### src/rtl/dpwm_pkg.sv
package dpwm_pkg;
  localparam int BUS_W = 8;
  localparam logic [1:0] ADDR_FINE   = 2'd0;
  localparam logic [1:0] ADDR_COARSE = 2'd1;
  localparam logic [1:0] ADDR_CTRL   = 2'd2;

  // strobes from control to datapath
  typedef struct packed {
    logic frameEnd;  // frame position is at its last cycle
    logic reloadGo;  // latch should load on this edge
  } dpwm_strb_t;
endpackage

### src/rtl/dpwm_ctrl.sv
module dpwm_ctrl
  import dpwm_pkg::*;
#(
  parameter int BASE_W  = 10,
  parameter int FRAME_W = 5
) (
  input  logic               clk,
  input  logic               rst,
  input  logic               reloadEn,
  output logic [BASE_W-1:0]  phase,
  output logic [FRAME_W-1:0] slot,
  output dpwm_strb_t         strb
);
  localparam int POS_W = BASE_W + FRAME_W;

  logic [POS_W-1:0] posCnt;

  always_ff @(posedge clk) begin
    if (rst) posCnt <= '0;
    else     posCnt <= posCnt + POS_W'(1);
  end

  assign phase         = posCnt[BASE_W-1:0];
  assign slot          = posCnt[POS_W-1:BASE_W];
  assign strb.frameEnd = &posCnt;
  assign strb.reloadGo = (&posCnt) & reloadEn;
endmodule

### src/rtl/dpwm_spread.sv
module dpwm_spread #(
  parameter int BASE_W  = 10,
  parameter int FRAME_W = 5,
  parameter int HI_W    = 8,
  parameter int FINE_W  = 6
) (
  input  logic [HI_W-1:0]    coarse,
  input  logic [FINE_W-1:0]  fine,
  input  logic [FRAME_W-1:0] slot,
  output logic [BASE_W:0]    lowWidth
);
  localparam int PW        = FRAME_W + FINE_W + 1;
  localparam int W_W       = BASE_W + 1;
  localparam int COARSE_SH = BASE_W - HI_W;
  localparam int UNIT_SH   = BASE_W + FRAME_W - HI_W - FINE_W;

  logic [PW-1:0] prodNext, prodCur, extUnits;

  always_comb begin
    prodNext = (PW'(slot) + PW'(1)) * PW'(fine);
    prodCur  = PW'(slot) * PW'(fine);
    extUnits = (prodNext >> FRAME_W) - (prodCur >> FRAME_W);
    lowWidth = (W_W'(coarse) << COARSE_SH) + (W_W'(extUnits) << UNIT_SH);
  end
endmodule

### src/rtl/dpwm_datapath.sv
module dpwm_datapath
  import dpwm_pkg::*;
#(
  parameter int BASE_W  = 10,
  parameter int FRAME_W = 5,
  parameter int HI_W    = 8,
  parameter int FINE_W  = 6
) (
  input  logic                   clk,
  input  logic                   rst,
  input  logic                   wrEn,
  input  logic [1:0]             addr,
  input  logic [BUS_W-1:0]       wrData,
  output logic [BUS_W-1:0]       rdData,
  input  dpwm_strb_t             strb,
  input  logic [BASE_W-1:0]      phase,
  input  logic [FRAME_W-1:0]     slot,
  output logic                   reloadEn,
  output logic [HI_W+FINE_W-1:0] latchVal,
  output logic                   pwmN,
  output logic                   irq
);
  localparam int LAT_W = HI_W + FINE_W;
  localparam int PAD_W = BUS_W - FINE_W;

  logic [HI_W-1:0]   coarseReg;
  logic [FINE_W-1:0] fineReg;
  logic              relReg;
  logic [BASE_W:0]   lowWidth;

  always_ff @(posedge clk) begin
    if (rst) begin
      coarseReg <= '0;
      fineReg   <= '0;
      relReg    <= 1'b0;
    end else if (wrEn) begin
      case (addr)
        ADDR_FINE:   fineReg   <= wrData[BUS_W-1 -: FINE_W];
        ADDR_COARSE: coarseReg <= wrData[HI_W-1:0];
        ADDR_CTRL:   relReg    <= wrData[0];
        default:     ;
      endcase
    end
  end

  always_comb begin
    case (addr)
      ADDR_FINE:   rdData = {fineReg, PAD_W'(0)};
      ADDR_COARSE: rdData = BUS_W'(coarseReg);
      ADDR_CTRL:   rdData = BUS_W'(relReg);
      default:     rdData = '0;
    endcase
  end

  assign reloadEn = relReg;

  always_ff @(posedge clk) begin
    if (rst)                latchVal <= '0;
    else if (strb.reloadGo) latchVal <= {coarseReg, fineReg};
  end

  dpwm_spread #(
    .BASE_W(BASE_W), .FRAME_W(FRAME_W), .HI_W(HI_W), .FINE_W(FINE_W)
  ) u_spread (
    .coarse  (latchVal[LAT_W-1:FINE_W]),
    .fine    (latchVal[FINE_W-1:0]),
    .slot    (slot),
    .lowWidth(lowWidth)
  );

  always_ff @(posedge clk) begin
    if (rst) begin
      pwmN <= 1'b1;
      irq  <= 1'b0;
    end else begin
      pwmN <= ~({1'b0, phase} < lowWidth);
      irq  <= strb.frameEnd;
    end
  end
endmodule

### src/rtl/dither_pwm14.sv
module dither_pwm14
  import dpwm_pkg::*;
#(
  parameter int BASE_W  = 10,
  parameter int FRAME_W = 5,
  parameter int HI_W    = 8,
  parameter int FINE_W  = 6
) (
  input  logic             clk,
  input  logic             rst,
  input  logic             wrEn,
  input  logic [1:0]       addr,
  input  logic [BUS_W-1:0] wrData,
  output logic [BUS_W-1:0] rdData,
  output logic             pwmN,
  output logic             irq
);
  localparam int LAT_W = HI_W + FINE_W;

  logic [BASE_W-1:0]  phase;
  logic [FRAME_W-1:0] slot;
  logic               reloadEn;
  logic [LAT_W-1:0]   latchVal;
  dpwm_strb_t         strb;

  dpwm_ctrl #(.BASE_W(BASE_W), .FRAME_W(FRAME_W)) u_ctrl (
    .clk(clk), .rst(rst), .reloadEn(reloadEn),
    .phase(phase), .slot(slot), .strb(strb)
  );

  dpwm_datapath #(
    .BASE_W(BASE_W), .FRAME_W(FRAME_W), .HI_W(HI_W), .FINE_W(FINE_W)
  ) u_dp (
    .clk(clk), .rst(rst), .wrEn(wrEn), .addr(addr), .wrData(wrData),
    .rdData(rdData), .strb(strb), .phase(phase), .slot(slot),
    .reloadEn(reloadEn), .latchVal(latchVal), .pwmN(pwmN), .irq(irq)
  );
endmodule

### config.mk
export PLATFORM = sky130hd
export DESIGN_NAME = dither_pwm14
export DESIGN_NICKNAME = d
export VERILOG_FILES = /design/src/rtl/dpwm_pkg.sv /design/src/rtl/dpwm_ctrl.sv /design/src/rtl/dpwm_spread.sv /design/src/rtl/dpwm_datapath.sv /design/src/rtl/dither_pwm14.sv
export SDC_FILE = /design/constraint.sdc
export NUM_CORES = 1
export LEC_CHECK = 0
export ABC_CLOCK_PERIOD_IN_PS = 7600
export BUFFER_PORTS_ARGS = -buffer_cell sky130_fd_sc_hd__buf_4
export CORE_MARGIN = 1.5
export CORE_UTILIZATION = 45
export DETAILED_ROUTE_END_ITERATION = 8
export SKIP_CTS_REPAIR_TIMING = 1
export SLEW_MARGIN = 20
export SYNTH_ARGS = -nofsm -noshare
export SYNTH_HDL_FRONTEND = slang
export SYNTH_SLANG_ARGS = --single-unit
### constraint.sdc
create_clock -name clk -period 7.6 [get_ports clk]
set_input_delay 0.76 -clock clk [delete_from_list [all_inputs] [get_ports clk]]
set_output_delay 0.76 -clock clk [all_outputs]
set_load 0.02 [all_outputs]
## Word-level counts from Yosys, hierarchy flattened

Cells that the tools add are included.

- Bitwise gates (word level): 2
- Eq/ne operators: 2
- $mul: 2
- Order comparisons: 1
- Muxes and demuxes: 1
- $add $sub $neg: 4
- Reduce and logical (&&, ||, !) cells: 5

Operators with widths:

| operator | number |
|---|---|
| 8-bit case mux with 3 select lines | 1 |
| 15-bit by 1-bit adder with 15-bit output, second input constant | 1 |
| 15-bit AND reduction | 1 |
| 12-bit by 6-bit multiplier with 12-bit output | 1 |
| 10-bit by 11-bit adder with 11-bit output | 1 |
| 10-bit by 11-bit less-than comparator with 1-bit output | 1 |
| 5-bit by 6-bit multiplier with 11-bit output | 1 |
| 7-bit by 6-bit subtractor with 8-bit output | 1 |
| 5-bit by 1-bit adder with 6-bit output, second input constant | 1 |
| 2-bit AND reduction | 3 |
| 2-bit by 1-bit equality test with 1-bit output, second input constant | 1 |
| 2-bit equality test, second input constant | 1 |
| 2-bit zero test | 1 |
| 1-bit AND | 1 |
| 1-bit NOT | 1 |

- Register bits: 46
- Output and inout port bits: 10

## Longest topological paths before layout

- Depth in word-level cells: 6
- Gate-level depth with buffers: 33
- Mapped depth without buffers: 33

## By module

Synthesis repeated with hierarchy kept, for this count alone.

- Cells, all modules: 538
- Area total of the unflattened synthesis: 4580.6 µm²

Modules (own cells, without submodules):

| module | cells an instance | sequential area each (µm²) | area each (µm²) | times used |
|---|---|---|---|---|
| dpwm_spread | 303 | 0.0 | 2448.6 | 1 |
| dpwm_datapath | 159 | 620.6 | 1450.1 | 1 |
| dpwm_ctrl | 76 | 300.3 | 681.9 | 1 |

## Worst setup path before layout

OpenSTA, ideal clock, no wires.

- Path type: register to register
- Start: register u_ctrl.posCnt[11]
- End: register u_dp.pwmN
- Buffers on the path: 0
- Data required time: 7.472 ns
- Slack: 0.523 ns
- Clock period less this slack: 7.077 ns
- Data arrival time: 6.949 ns
- Stages on the path, launching flop included: 33
- Setup time: 0.128 ns
- Path through: dfxtp_1 -> ha_1 -> nand3_1 -> xor2_1 -> nor2b_1 -> fa_1 -> inv_1 -> fa_1 -> fa_1 -> inv_1 -> ha_1 -> a21o_1 -> a41o_2 -> a21o_1 -> xor2_1 -> ha_1 -> nor2b_1 -> o21ai_0 -> a21oi_1 -> o21ai_0 -> nand2b_1 -> xnor2_1 -> ha_1 -> a21o_1 -> nand2b_1 -> xnor2_1 -> ha_1 -> a2111oi_0 -> a22oi_1 -> a41oi_1 -> nor4b_1 -> mux2i_1 -> nand4_1

- Longest elaborated chain between the ends: 6
- Elaborated cells between the ends (all ways): 7

Ends and longest elaborated chain:

| element | line | text |
|---|---|---|
| from (decl) | dpwm_ctrl.sv:16 | `logic [POS_W-1:0] posCnt;` |
| from (signal assigned) | dpwm_ctrl.sv:20 | `else posCnt <= posCnt + POS_W'(1);` |
| 5-bit by 1-bit adder with 6-bit output | dpwm_spread.sv:20 | `prodNext = (PW'(slot) + PW'(1)) * PW'(fine);` |
| 12-bit by 6-bit multiplier with 12-bit output | dpwm_spread.sv:20 |  |
| 7-bit by 6-bit subtractor with 8-bit output (*) | dpwm_spread.sv:22 | `extUnits = (prodNext >> FRAME_W) - (prodCur >> FRAME_W);` |
| 10-bit by 11-bit adder with 11-bit output (*) | dpwm_spread.sv:23 | `lowWidth = (W_W'(coarse) << COARSE_SH) + (W_W'(extUnits) << UNIT_SH);` |
| 10-bit by 11-bit less-than comparator with 1-bit output (*) | dpwm_datapath.sv:76 | `pwmN <= ~({1'b0, phase} < lowWidth);` |
| 1-bit NOT (*) | dpwm_datapath.sv:76 |  |
| to (signal assigned) | dpwm_datapath.sv:76 |  |
| to (decl) | dpwm_datapath.sv:20 | `output logic pwmN,` |

Every way passes the cells marked *; elsewhere a longest branch is shown, timed or not.
A chain may end at the register's enable or synchronous reset.

## Final worst setup path

Same ends and word-level chain as after synthesis.

==> flow_summary_export.csv <==
group,metric,value,unit
run_status,status,"completed",
routing,first_iter_violations,104,
sta,fin_worst_skew,0.007461,ns
sta,worst_pin_slew,0.7445,ns
clocking,number_of_cts_inserted_buffers,5,
worst_setup_path,worst-endpoint-arrival,7.38,ns
place,routability_driven_placement_congestion_ratio,0.8713,
sta,hold_viol,0,
die,floorplan.initialDensity,46.19,%
routing,final_wirelength,10030,µm
clocking,clk_transition_reported_paths,0.09,ns
place,placement.io_buffers,22,
yosys,edff_count_synth,0,
worst_setup_path,critical-path-max-stage-delay,0.54,ns
yosys,postSynth.asyncResetShare,0,%
sta,max_slew_violation_count,0,
worst_setup_path,timing.critical_path.required,7.78,ns
yosys,synth.distinct_cells,48,
global_route,antenna_found_initial,0,
sta,accumulated_negative_setup_slack,0,ns
place,place_hpwl,7919,µm
sta,hold-worst-slack,0.4766,ns
final_layout,area.growth.synth_to_final,12.83,%
die,placement_rows,36,
final_layout,final_core_utilization,52.12,%
power_and_ir_drop,totalPowerFinal,441.9,µW
routing,route.detailed.drc,0,
die,floorplan.die.width,102.9,µm
power_and_ir_drop,cellLeakagePower,0.002500,µW
final_layout,layout.cell_area.non_filler,5071,µm²
worst_setup_path,worst_setup_path_start_kind,"register",
die,core-area,9729,µm²
routing,vias_per_cell,5.155,
power_and_ir_drop,power-per-cell-area,87.14,nW/µm²
clocking,tritoncts_num_sinks,46,
die,io_pins,23,
die,fp.dieH,102.9,µm
worst_setup_path,worstSetupPathType,"reg -> reg",
sta,layout_worst_path_cycle_share,94.74,%
job,drv_cap,0,
sta,fin_crit,7.201,ns
worst_setup_path,crit_top_cell,"ha_1",
sta,slew_headroom,50.26,%
power_and_ir_drop,ir_drop,108.4,µV
yosys,dominantRegCellSynth,"dfxtp_1",
routing,num_vias,3521,
routing,drt_pre_antenna_iters,4,
place,placedInstanceArea,4837,µm²
yosys,syn-cell-area,4494,µm²
sta,setup_viol_count_final,0,
yosys,syn-num-nets,623,
clocking,cts.root.buffer_cell,"clkbuf_8",
global_route,first_global_vias,3603,
global_route,grt.total_usage,20.49,%
sta,rsz_0062_raised_after_global_routing,"no",
clocking,clock_insertion_delay_worst_skew,0.30,ns
worst_setup_path,critical-path-slowest-cell,"fa_1",
final_layout,num_antenna_cells,0,
final_layout,fillerInstances,934,
clocking,clock_tree.htree_level_count,2,
worst_setup_path,path_max_fanout,7,
yosys,seq_area_frac_synth,20.49,%
final_layout,final_nets,650,
worst_setup_path,crit_path_end_kind,"register",
clocking,cts_buffer_depth,2,
global_route,grt-ovfl-total,0,
yosys,synth_seq_cells,46,
routing,routedWlPerCell,14.68,µm
sta,achievable_freq,0.1389,GHz
clocking,tritoncts,"done",
final_layout,layout-drive-gt1-share,12.55,%
yosys,synthesized_area_divided_by_synthesized_cell_count,8.610,µm²
yosys,yosys_warnings,0,
yosys,syn-instance-count,522,
global_route,grt_first_pass_wirelength,17010,µm
routing,ant_nets,0,
die,design.die.area,10600,µm²
global_route,largest_net_degree_at_the_start_of_global_routing,47,
worst_hold_path,min-delay-path-class,"reg -> reg",
-- synth_stat cells (all sizes together), types with 2 or more instances --
cell	number	area share, %
nor2	51	4.3
xor2	21	4.1
nor2b	24	3.3
and4	3	0.64
a22oi	2	0.33
o21ai	9	1.0
nand2	35	2.9
a21o	4	0.67
a211oi	2	0.33
nor3	9	1.0
ha	59	16
nand3	18	2.3
nand4	4	0.56
a21oi	24	2.8
clkbuf	17	1.4
nand2b	4	0.56
nor3b	3	0.61
buf	3	0.50
a31oi	2	0.28
and3	6	0.84
o21bai	3	0.50
and2	32	4.5
dfxtp	46	20
fa	29	13
o31ai	2	0.33
xnor2	15	2.9
mux2i	27	6.0
or3	2	0.28
nor4b	2	0.39
a2111oi	2	0.39
o21a	2	0.33
inv	50	4.2
-- power by group --
group          switching (µW)  internal, µW  leakage, µW
Combinational            16.0          12.1      0.00207
Sequential               3.99           244     0.000374
Clock                    82.0          83.4    0.0000544
-- registers in the layout, indices dropped and copies added (netlist names) --
name            cells
u_ctrl.posCnt      15
u_dp.coarseReg      8
u_dp.fineReg        6
u_dp.irq            1
u_dp.latchVal      14
u_dp.pwmN           1
u_dp.reloadEn       1
-- critical path: cells and delay by family, from the launching register on --
kind	cells	cell delay, ns
mux	1	0.15
flops	1	0.39
xor+xnor	3	0.52
simple gates	4	0.40
fa+ha+maj	8	2.81
buf+inv	3	0.23
compound gates	13	2.57
-- routing by layer --
metal  wire, µm  share of wire [%]  GRT usage, %
met1       4723                 47         26.23
met2       4921                 49         36.79
met3        255                2.5         2.102
met4        128                1.3         5.405
met5          0                  0             0
-- path summary, 6_finish.rpt --
| check | start | end | slack, ns | cells after the start |
|---|---|---|---|---|
| max | u_ctrl.posCnt[11] | u_dp.pwmN | 0.40 | 32 |
| min | u_ctrl.posCnt[0] | u_ctrl.posCnt[0] | 0.48 | 1 |
| max reg2reg | u_ctrl.posCnt[11] | u_dp.pwmN | 0.40 | 32 |
| min reg2reg | u_ctrl.posCnt[0] | u_ctrl.posCnt[0] | 0.48 | 1 |
-- area by class of cell --
type                    count  area, µm²  share of cell area (%)
repair buffers             40      300.3                   5.922
flip-flops and latches     46      928.4                   18.31
multi-input cells         406       3383                   66.72
well taps                 133      166.4                   3.282
inverters                  50      187.7                   3.701
clock inverters             1      8.758                  0.1727
clock buffers               7      96.34                   1.900
-- stage by stage --
stage / std cells / setup slack (ns)
after global placement: 670 / 0.2117
after global routing: 683 / 0.001180
final: 683 / 0.3995
after detailed placement: 670 / -0.05335
after floorplan: 522 / 0.5234
after CTS: 678 / -0.08483
-- cells by family after synthesis --
logic type,count (synthesis),share of synthesized area (%)
AO/OA/AOI/OAI,59,8.463
XOR/XNOR,36,7.016
adder cells (fa/ha/maj),88,29.34
buffers and inverters,70,6.097
flip-flops,46,20.49
multiplexers,27,6.013
AND/OR/NAND/NOR,196,22.58
-- cells in the final DEF (no fill, tap or decap), types with 3 or more instances in the layout --
cell / synthesis / routed
nand3_1: 17 / 16
fa_1: 29 / 29
and3_1: 6 / 6
buf_4: 1 / 40
and2_1: 32 / 32
clkbuf_8: 0 / 7
xnor2_1: 15 / 14
ha_1: 59 / 58
nand2_1: 35 / 35
xor2_1: 21 / 19
a21o_1: 4 / 4
nand4_1: 4 / 4
a21oi_1: 23 / 22
inv_1: 50 / 50
o21bai_1: 3 / 3
mux2i_1: 27 / 27
nor2_1: 51 / 51
nand2b_1: 4 / 4
dfxtp_1: 46 / 44
nor3_1: 9 / 9
nor2b_1: 24 / 22
o21ai_0: 9 / 7
(Power assumes the default switching activity.)
